**src/rtl/prv_timer_pkg.sv**
```systemverilog
// Package: shared offsets, control field layout and the control record type.
// Assumes a 32-bit register data path and a 0x20-byte window.
package prv_timer_pkg;
    localparam int WIN_ADDR_W = 5;
    localparam int PRESC_W    = 8;
    localparam int PRESC_LSB  = 8;
    localparam int BIT_EN     = 0;
    localparam int BIT_PER    = 1;
    localparam int BIT_IE     = 2;

    localparam logic [WIN_ADDR_W-1:0] OFF_LOAD  = 5'h00;
    localparam logic [WIN_ADDR_W-1:0] OFF_COUNT = 5'h04;
    localparam logic [WIN_ADDR_W-1:0] OFF_CTRL  = 5'h08;
    localparam logic [WIN_ADDR_W-1:0] OFF_STAT  = 5'h0C;

    typedef struct packed {
        logic [PRESC_W-1:0] presc;
        logic               irq_en;
        logic               periodic;
        logic               enable;
    } ctrl_t;
endpackage

```
**src/rtl/prv_timer_decode.sv**
```systemverilog
// Module: write decoder. Turns the write strobe and byte offset into one
// strobe per register. Assumes exact offsets; other offsets produce no strobe.
module prv_timer_decode
    import prv_timer_pkg::*;
(
    input  logic                  wr_en,
    input  logic [WIN_ADDR_W-1:0] addr,
    output logic                  we_load,
    output logic                  we_count,
    output logic                  we_ctrl,
    output logic                  we_stat
);
    // Match the offset against each register.
    always_comb begin
        we_load  = wr_en && (addr == OFF_LOAD);
        we_count = wr_en && (addr == OFF_COUNT);
        we_ctrl  = wr_en && (addr == OFF_CTRL);
        we_stat  = wr_en && (addr == OFF_STAT);
    end
endmodule

```
**src/rtl/prv_timer_presc.sv**
```systemverilog
// Module: prescaler phase counter. Emits one step for every (presc + 1)
// accepted ticks. Assumes the caller gates ticks with running and no-write.
module prv_timer_presc #(
    parameter int PW = 8
) (
    input  logic          clk,
    input  logic          rst_n,
    input  logic          clr,
    input  logic          tick_ok,
    input  logic [PW-1:0] presc,
    output logic          step
);
    logic [PW-1:0] phase_q;

    // A step is due when the phase has reached the prescaler value.
    always_comb step = tick_ok && (phase_q == presc);

    // Advance the phase on accepted ticks, wrap at the step, restart on clear.
    always_ff @(posedge clk) begin
        if (!rst_n || clr)
            phase_q <= '0;
        else if (step)
            phase_q <= '0;
        else if (tick_ok)
            phase_q <= phase_q + 1'b1;
    end
endmodule

```
**src/rtl/prv_timer_ctrl_regs.sv**
```systemverilog
// Module: control word and status flag storage. Status is set by an event
// and cleared by writing one. Assumes the event and a write never coincide.
module prv_timer_ctrl_regs
    import prv_timer_pkg::*;
(
    input  logic  clk,
    input  logic  rst_n,
    input  logic  we_ctrl,
    input  logic  we_stat,
    input  ctrl_t ctrl_wr,
    input  logic  clr_bit,
    input  logic  evt,
    output ctrl_t ctrl_q,
    output logic  status_q
);
    // Capture the control word on a control write.
    always_ff @(posedge clk) begin
        if (!rst_n)
            ctrl_q <= '0;
        else if (we_ctrl)
            ctrl_q <= ctrl_wr;
    end

    // Set the flag on an event, clear it on a write of one.
    always_ff @(posedge clk) begin
        if (!rst_n)
            status_q <= 1'b0;
        else if (evt)
            status_q <= 1'b1;
        else if (we_stat && clr_bit)
            status_q <= 1'b0;
    end
endmodule

```
**src/rtl/prv_timer_core.sv**
```systemverilog
// Module: countdown engine. Holds the reload value, the count and the running
// flag, and applies the zero-value rules on writes and steps. Assumes a step
// never arrives in a write cycle.
module prv_timer_core
    import prv_timer_pkg::*;
#(
    parameter int CW = 32
) (
    input  logic          clk,
    input  logic          rst_n,
    input  logic          we_load,
    input  logic          we_count,
    input  logic          we_ctrl,
    input  logic [CW-1:0] wdata,
    input  ctrl_t         ctrl_cur,
    input  ctrl_t         ctrl_wr,
    input  logic          step,
    output logic [CW-1:0] load_q,
    output logic [CW-1:0] count_q,
    output logic          run_q,
    output logic          evt
);
    logic [CW-1:0] load_d, count_d, val;
    logic          run_d, pz_cur, pz_new;

    // Work out next reload, count and running state from writes and steps.
    always_comb begin
        load_d  = load_q;
        count_d = count_q;
        run_d   = run_q;
        evt     = 1'b0;
        val     = '0;
        pz_cur  = (ctrl_cur.presc == '0);
        pz_new  = (ctrl_wr.presc == '0);
        if (we_load) begin
            load_d = wdata;
            if (ctrl_cur.enable && pz_cur && wdata == '0) begin
                count_d = '0;
                run_d   = 1'b0;
            end else begin
                count_d = wdata;
                if (ctrl_cur.enable && (!pz_cur || wdata != '0))
                    run_d = 1'b1;
            end
        end else if (we_count) begin
            if (ctrl_cur.enable && pz_cur && wdata == '0 &&
                (!ctrl_cur.periodic || load_q == '0)) begin
                count_d = '0;
                run_d   = 1'b0;
            end else begin
                val = (ctrl_cur.enable && ctrl_cur.periodic && pz_cur &&
                       wdata == '0) ? load_q : wdata;
                count_d = val;
                if (ctrl_cur.enable && (!pz_cur || val != '0))
                    run_d = 1'b1;
            end
        end else if (we_ctrl) begin
            if (ctrl_wr.enable) begin
                val = (ctrl_wr.periodic && pz_new && count_q == '0) ?
                      load_q : count_q;
                count_d = val;
                run_d   = !pz_new || (val != '0);
            end else begin
                run_d = 1'b0;
            end
        end else if (step) begin
            if (count_q <= CW'(1)) begin
                evt = 1'b1;
                if (ctrl_cur.periodic && !(pz_cur && load_q == '0)) begin
                    count_d = load_q;
                end else begin
                    count_d = '0;
                    run_d   = 1'b0;
                end
            end else begin
                count_d = count_q - 1'b1;
            end
        end
    end

    // Register the engine state.
    always_ff @(posedge clk) begin
        if (!rst_n) begin
            load_q  <= '0;
            count_q <= '0;
            run_q   <= 1'b0;
        end else begin
            load_q  <= load_d;
            count_q <= count_d;
            run_q   <= run_d;
        end
    end
endmodule

```
**src/rtl/prv_countdown_timer.sv**
```systemverilog
// Module: top of the private countdown timer. Wires decode, control storage,
// prescaler and countdown engine, and provides the read mux and interrupt.
// Assumes DATA_W covers the control field layout (at least 16 bits).
module prv_countdown_timer
    import prv_timer_pkg::*;
#(
    parameter int DATA_W = 32
) (
    input  logic                  clk,
    input  logic                  rst_n,
    input  logic                  tick_in,
    input  logic                  wr_en,
    input  logic [WIN_ADDR_W-1:0] addr,
    input  logic [DATA_W-1:0]     wdata,
    output logic [DATA_W-1:0]     rdata,
    output logic                  irq
);
    logic          we_load, we_count, we_ctrl, we_stat;
    logic          step, evt, run_q, status_q, tick_ok, phase_clr;
    logic [DATA_W-1:0] load_q, count_q;
    ctrl_t         ctrl_q, ctrl_wr;

    prv_timer_decode u_dec (
        .wr_en(wr_en), .addr(addr),
        .we_load(we_load), .we_count(we_count),
        .we_ctrl(we_ctrl), .we_stat(we_stat)
    );

    // Pick the control fields out of the write data.
    always_comb begin
        ctrl_wr.presc    = wdata[PRESC_LSB +: PRESC_W];
        ctrl_wr.irq_en   = wdata[BIT_IE];
        ctrl_wr.periodic = wdata[BIT_PER];
        ctrl_wr.enable   = wdata[BIT_EN];
    end

    prv_timer_ctrl_regs u_regs (
        .clk(clk), .rst_n(rst_n), .we_ctrl(we_ctrl), .we_stat(we_stat),
        .ctrl_wr(ctrl_wr), .clr_bit(wdata[0]), .evt(evt),
        .ctrl_q(ctrl_q), .status_q(status_q)
    );

    // Accept a tick only while running and with no write in the cycle.
    always_comb begin
        tick_ok   = tick_in && run_q && !wr_en;
        phase_clr = we_load || we_count || we_ctrl;
    end

    prv_timer_presc #(.PW(PRESC_W)) u_presc (
        .clk(clk), .rst_n(rst_n), .clr(phase_clr), .tick_ok(tick_ok),
        .presc(ctrl_q.presc), .step(step)
    );

    prv_timer_core #(.CW(DATA_W)) u_core (
        .clk(clk), .rst_n(rst_n), .we_load(we_load), .we_count(we_count),
        .we_ctrl(we_ctrl), .wdata(wdata), .ctrl_cur(ctrl_q), .ctrl_wr(ctrl_wr),
        .step(step), .load_q(load_q), .count_q(count_q), .run_q(run_q),
        .evt(evt)
    );

    // Read mux: registers by offset, zero elsewhere.
    always_comb begin
        rdata = '0;
        case (addr)
            OFF_LOAD:  rdata = load_q;
            OFF_COUNT: rdata = count_q;
            OFF_CTRL: begin
                rdata[PRESC_LSB +: PRESC_W] = ctrl_q.presc;
                rdata[BIT_IE]  = ctrl_q.irq_en;
                rdata[BIT_PER] = ctrl_q.periodic;
                rdata[BIT_EN]  = ctrl_q.enable;
            end
            OFF_STAT:  rdata[0] = status_q;
            default:   rdata = '0;
        endcase
    end

    // Interrupt output gated by the interrupt enable.
    always_comb irq = status_q && ctrl_q.irq_en;
endmodule

```
**config.mk**
```make
export PLATFORM = sky130hd
export DESIGN_NAME = prv_countdown_timer
export DESIGN_NICKNAME = d
export VERILOG_FILES = /design/src/rtl/prv_timer_pkg.sv /design/src/rtl/prv_timer_decode.sv /design/src/rtl/prv_timer_presc.sv /design/src/rtl/prv_timer_ctrl_regs.sv /design/src/rtl/prv_timer_core.sv /design/src/rtl/prv_countdown_timer.sv
export SDC_FILE = /design/constraint.sdc
export NUM_CORES = 1
export LEC_CHECK = 0
export BUFFER_PORTS_ARGS = -buffer_cell sky130_fd_sc_hd__buf_2
export CAP_MARGIN = 0
export CORE_MARGIN = 5
export CORE_UTILIZATION = 60
export DETAILED_ROUTE_END_ITERATION = 8
export PLACE_DENSITY_LB_ADDON = 0.1
export SLEW_MARGIN = 5
export SYNTH_ARGS = -nofsm -noshare
export SYNTH_HDL_FRONTEND = slang
export SYNTH_SLANG_ARGS = --single-unit
```
**constraint.sdc**
```tcl
create_clock -name clk -period 3.1 [get_ports clk]
set_clock_uncertainty 0.2 [all_clocks]
set_input_delay 0.775 -clock clk [delete_from_list [all_inputs] [get_ports clk]]
set_output_delay 0.775 -clock clk [all_outputs]
set_load 0.01 [all_outputs]
```
-- Word level (Yosys, flattened, before mapping)
Index checks and enable logic that the tools add are counted.
- register bits after elaboration: 85
- latch bits: 0
- bits in writable memories: 0
- memory bits (read-only): 0
- bits of input ports: 41
- logic and storage cells: 103
- memories kept: 0
- add/subtract/negate cells: 2
- $mul: 0
- div/mod/pow operators: 0
- order comparisons: 1
- equal/unequal tests: 8
- shift-type cells: 0
- mux-type cells: 34
- bitwise operators: 0
- reduce and logical (&&, ||, !) cells: 49
- operators by type and width (operator ; count):
    2-to-1 mux 32 bit ; 11
    logical NOT 32 bit ; 3
    nonzero test 32 bit ; 3
    less-or-equal comparator 32 x 1 -> 1 bit, second input constant ; 1
    case mux 16 bit (2 select lines) ; 1
    subtractor 32 x 1 -> 32 bit, second input constant ; 1
    case mux 8 bit (3 select lines) ; 1
    logical AND 1 bit ; 21
    2-to-1 mux 1 bit ; 18
    logical NOT 8 bit ; 2
    equality test 5 x 4 -> 1 bit, second input constant ; 2
    case mux 5 bit (2 select lines) ; 1
    adder 8 x 1 -> 8 bit, second input constant ; 1
    equality test 8 bit ; 1
    != test 4 bit, second input constant ; 2
    nonzero test 4 bit ; 2
    logical OR 1 bit ; 7
    logical NOT 1 bit ; 6
    case mux 2 bit (3 select lines) ; 1
    equality test 5 x 3 -> 1 bit, second input constant ; 1
    logical NOT 5 bit ; 1
    AND reduction 5 bit ; 1
    != test 4 x 2 -> 1 bit, second input constant ; 1
    case mux 1 bit (4 select lines) ; 1
    other kinds (4) ; 4

-- Depth between registers and ports, before layout
- word-level depth: 11
- mapped depth: 12
- depth with buffers taken out: 9

-- Modules after synthesis
A second synthesis with hierarchy kept.
- cells, all modules: 802
- area total of the unflattened synthesis: 6359.8 µm²
- by module, submodules not included (module ; instances ; cells each ; area an instance (µm²) ; seq. area each (µm²)):
    prv_timer_core ; 1 ; 608 ; 4719.5 ; 1301.2
    prv_countdown_timer ; 1 ; 100 ; 700.7 ; 0.0
    prv_timer_ctrl_regs ; 1 ; 39 ; 449.2 ; 240.2
    prv_timer_presc ; 1 ; 49 ; 439.2 ; 160.2
    prv_timer_decode ; 1 ; 6 ; 51.3 ; 0.0

-- Worst setup path before layout
OpenSTA, ideal clock, no wires.
- path kind: input -> output
- start point: in addr[1]
- end point: out rdata[10]
- arrival: 2.118 ns
- slack: 0.007 ns
- stages: 4
- buffers on the path: 1
- cell sequence: nor4b_1 -> clkbuf_1 -> a22oi_1 -> o21ai_0
- cells in the longest elaborated chain, start to end: 2
- ends and longest elaborated chain (item ; RTL line ; text):
    from (decl) ; prv_countdown_timer.sv:13 ; input logic [WIN_ADDR_W-1:0] addr,
    equality test 5 x 4 -> 1 bit (tied with other cells) ; prv_countdown_timer.sv:64 ; case (addr)
    case mux 8 bit (3 select lines) * ; prv_countdown_timer.sv:64 ;
    to (decl) ; prv_countdown_timer.sv:15 ; output logic [DATA_W-1:0] rdata,
Every way passes the cells marked *; elsewhere a longest branch is shown, timed or not.

-- Worst setup path after layout
- start point: in addr[1]
- end point: out rdata[5]
- cells in the longest elaborated chain, start to end: 2
- ends and longest elaborated chain (item ; RTL line):
    equality test 5 x 3 -> 1 bit or logical NOT 5 bit (tied branches) ; prv_countdown_timer.sv:64
    case mux 5 bit (2 select lines) * ; prv_countdown_timer.sv:64
Marks and branches as above.

==> flow_metrics.py <==
metrics = {
    "status": {
        "status": "finished clean",
    },
    "sta": {
        "tns_ns": 0,
        "period_share": 0.973,
        "slew_headroom": 0.372,
        "slew_violations": 0,
        "hold_violations": 0,
        "worst_slew_pin_slew_ns": 0.938,
        "setup_viol": 0,
        "timing.hold.ws_ns": 0.252,
        "rsz0062_at_grt": "false",
        "period_needed_ns": 3.02,
        "max_freq_ghz": 0.331,
        "fin_ws_ns": 0.0824,
    },
    "logic_synthesis": {
        "synth_top_area_share": 0.271,
        "ys_warn_count": 0,
        "ys_seq_area_frac": 0.271,
        "ys_ff_latch": 85,
        "netlist_area_um2": 6290,
        "synthTopCellsByArea": "dfxtp_1, nand2_1, o21ai_0",
        "syn_nets": 903,
        "synthDistinctLibCells": 64,
        "synthCells": 859,
        "syn_area_per_cell_um2": 7.32,
        "synth_enable_flop_cells": 0,
        "synth.largest_area_cell": "dfxtp_1",
        "ys.flop_type": "dfxtp_1",
        "synthArstFlopShare": 0,
    },
    "die": {
        "dieArea_um2": 12600,
        "rows": 37,
        "start_util": 0.612,
        "core_area_um2": 10300,
        "die_h_um": 112,
        "ios": 74,
        "die_x_um": 112,
    },
    "layout": {
        "antenna_cells": 0,
        "fin_nets": 1022,
        "stdcell_area_um2": 7590,
        "area_delta_synth_final_pct": 20.7,
        "seqCellArea_um2": 1700,
        "fill_cells": 830,
        "multiInputGateArea_um2": 4280,
        "drive_above_1_share": 0.228,
    },
    "global_route": {
        "grt_first_pass_wirelength_um": 39700,
        "grt_max_degree": 39,
        "grt.total_usage": 0.393,
        "grt_pass1_vias": 7308,
        "antenna_found_initial": 0,
        "grt-ovfl-total": 0,
    },
    "power": {
        "ir_drop_v": 0.000379,
        "power_density_nw_per_um2": 427,
        "p_leak_nw": 3.06,
    },
    "place": {
        "dp_hpwl_um": 18500,
        "preCtsSetupSlack_ns": -0.0945,
        "place_congestion": 1.02,
        "place_area_um2": 7370,
        "io_buffers": 73,
    },
    "clocking": {
        "cts_made_buffers": 9,
        "cts-hold-fix-buffers": 0,
        "clkSlewWorstSetupHoldPaths_ns": 0.08,
        "h-tree-depth": 3,
        "clk_path_buf_depth": 2,
        "clock-root-buffer": "clkbuf_8",
        "cts.sinks": 85,
        "cts_tree": "built",
        "clkLatencyLatePin_ns": 0.37,
    },
    "drt": {
        "drtAntennaViolNets": 0,
        "routedWlPerCell_um": 22.3,
        "num_vias": 7625,
        "drc": 0,
        "first_pass_iters": 6,
        "drt_iter0_markers": 1248,
        "vias_per_cell": 6.82,
        "drt-total-wl_um": 24900,
    },
    "critical_path": {
        "crit_required_ns": 2.12,
        "path_class": "input pin to output port",
        "crit_arrival_ns": 2.04,
        "start_kind": "input pin",
        "cp_max_fo": 21,
        "end_kind": "output port",
    },
    "hold_path": {
        "hold_class": "flip-flop to flip-flop",
    },
    "run": {
        "maxCapViolCount": 0,
    },
}
[synthesized netlist by cell type, types with 4 or more instances]
library cell,instances
nand2_1,125
dfxtp_1,85
nor2_1,80
o21ai_0,70
a21oi_1,54
clkbuf_1,45
a21boi_0,43
xnor2_1,27
nand3_1,26
mux2i_1,24
a21o_1,23
nor4_1,23
a31oi_1,21
nor3_1,19
buf_2,17
o211ai_1,16
a22oi_1,14
nand4_1,14
xor2_1,11
a211o_1,8
a32oi_1,7
and3_1,7
inv_1,7
or3_1,6
a221o_1,5
and2_1,5
nor4_2,5
buf_1,4
mux2_2,4
o31ai_1,4
or4_1,4
[timing repair]
| item | CTS | global route |
|---|---|---|
| resized for setup | 1 | 4 |
| buffers inserted | 0 | 0 |
| endpoints found under the setup margin | 5 | 17 |
| pin swaps | 0 | 0 |
[through the flow]
| stage | std cells | total power [mW] | utilization |
|---|---|---|---|
| finish | 1118 | 3.24 | 0.738 |
| global route | 1118 | 3.38 | 0.738 |
| CTS | 1118 | 3.20 | 0.737 |
| detailed placement | 1103 | 2.34 | 0.717 |
| global placement | 1103 | 2.31 | 0.717 |
| floorplan | 859 | 1.96 | - |
[routing by layer]
| metal | vias to the layer above | global-route usage | wire (µm) |
|---|---|---|---|
| met4 | 0 | 0.148 | 1190 |
| li1 | 3387 | - | - |
| met3 | 115 | 0.119 | 3500 |
| met5 | - | 0 | 0 |
| met1 | 3542 | 0.526 | 9610 |
| met2 | 581 | 0.594 | 10600 |
[kinds of logic (layout without fill, tap and decap cells)]
family                     Yosys count  after routing  share of synthesized area
and+or+nand+nor                    337            337                      0.267
AOI/OAI and AO/OA                  290            290                      0.304
DFF                                 85             85                      0.271
buffers and inverters               78            201                     0.0541
xor gates and xnor gates            38             38                     0.0529
muxes                               28             28                     0.0454
adders and majority gates            3              3                    0.00597
[final timing paths]
kind	cells past startpoint	slack, ns	endpoint	from
worst max-delay path	5	0.08	rdata[5]	addr[1]
worst max register to register	7	0.13	u_core.count_q[4]$_SDFFE_PN0P_	u_core.count_q[7]$_SDFFE_PN0P_
worst min-delay path	2	0.25	u_core.run_q$_SDFFE_PN0P_	u_core.run_q$_SDFFE_PN0P_
worst min register to register	2	0.25	u_core.run_q$_SDFFE_PN0P_	u_core.run_q$_SDFFE_PN0P_
[layout make-up]
cell class	count	share of cell area
Multi-Input combinational cell	696	0.564
Timing Repair Buffer	179	0.158
Clock buffer	11	0.0173
Inverter	7	0.00346
Clock inverter	4	0.00973
Tap cell	136	0.0224
Sequential cell	85	0.224
[worst max-delay path: stages]
cell and delay [ns]:
buf_2 0.12, or4_4 0.58, buf_4 0.25, nor2_1 0.16
buf_2 0.15
[report_power, final]
group,internal [mW],switching (mW)
Sequential,1.11,0.0365
Clock,0.451,0.422
Combinational,0.518,0.700
[cell usage in the layout (no fill, tap or decap), types with 14 or more instances in the layout]
master	count
nor2_1	78
buf_2	73
mux2i_1	24
a31oi_1	21
a22oi_1	14
buf_4	102
o211ai_1	16
nand4_1	14
xnor2_1	27
dfxtp_1	85
nand3_1	26
nor4_1	22
nor3_1	19
a21o_1	23
a21boi_0	43
o21ai_0	69
a21oi_1	54
nand2_1	125
[registers in the layout, indices dropped and copies added, names as in the netlist]
register         cells
u_core.count_q      32
u_core.load_q       32
u_regs.ctrl_q       11
u_presc.phase_q      8
u_core.run_q         1
u_regs.status_q      1
(Power assumes the default switching activity.)
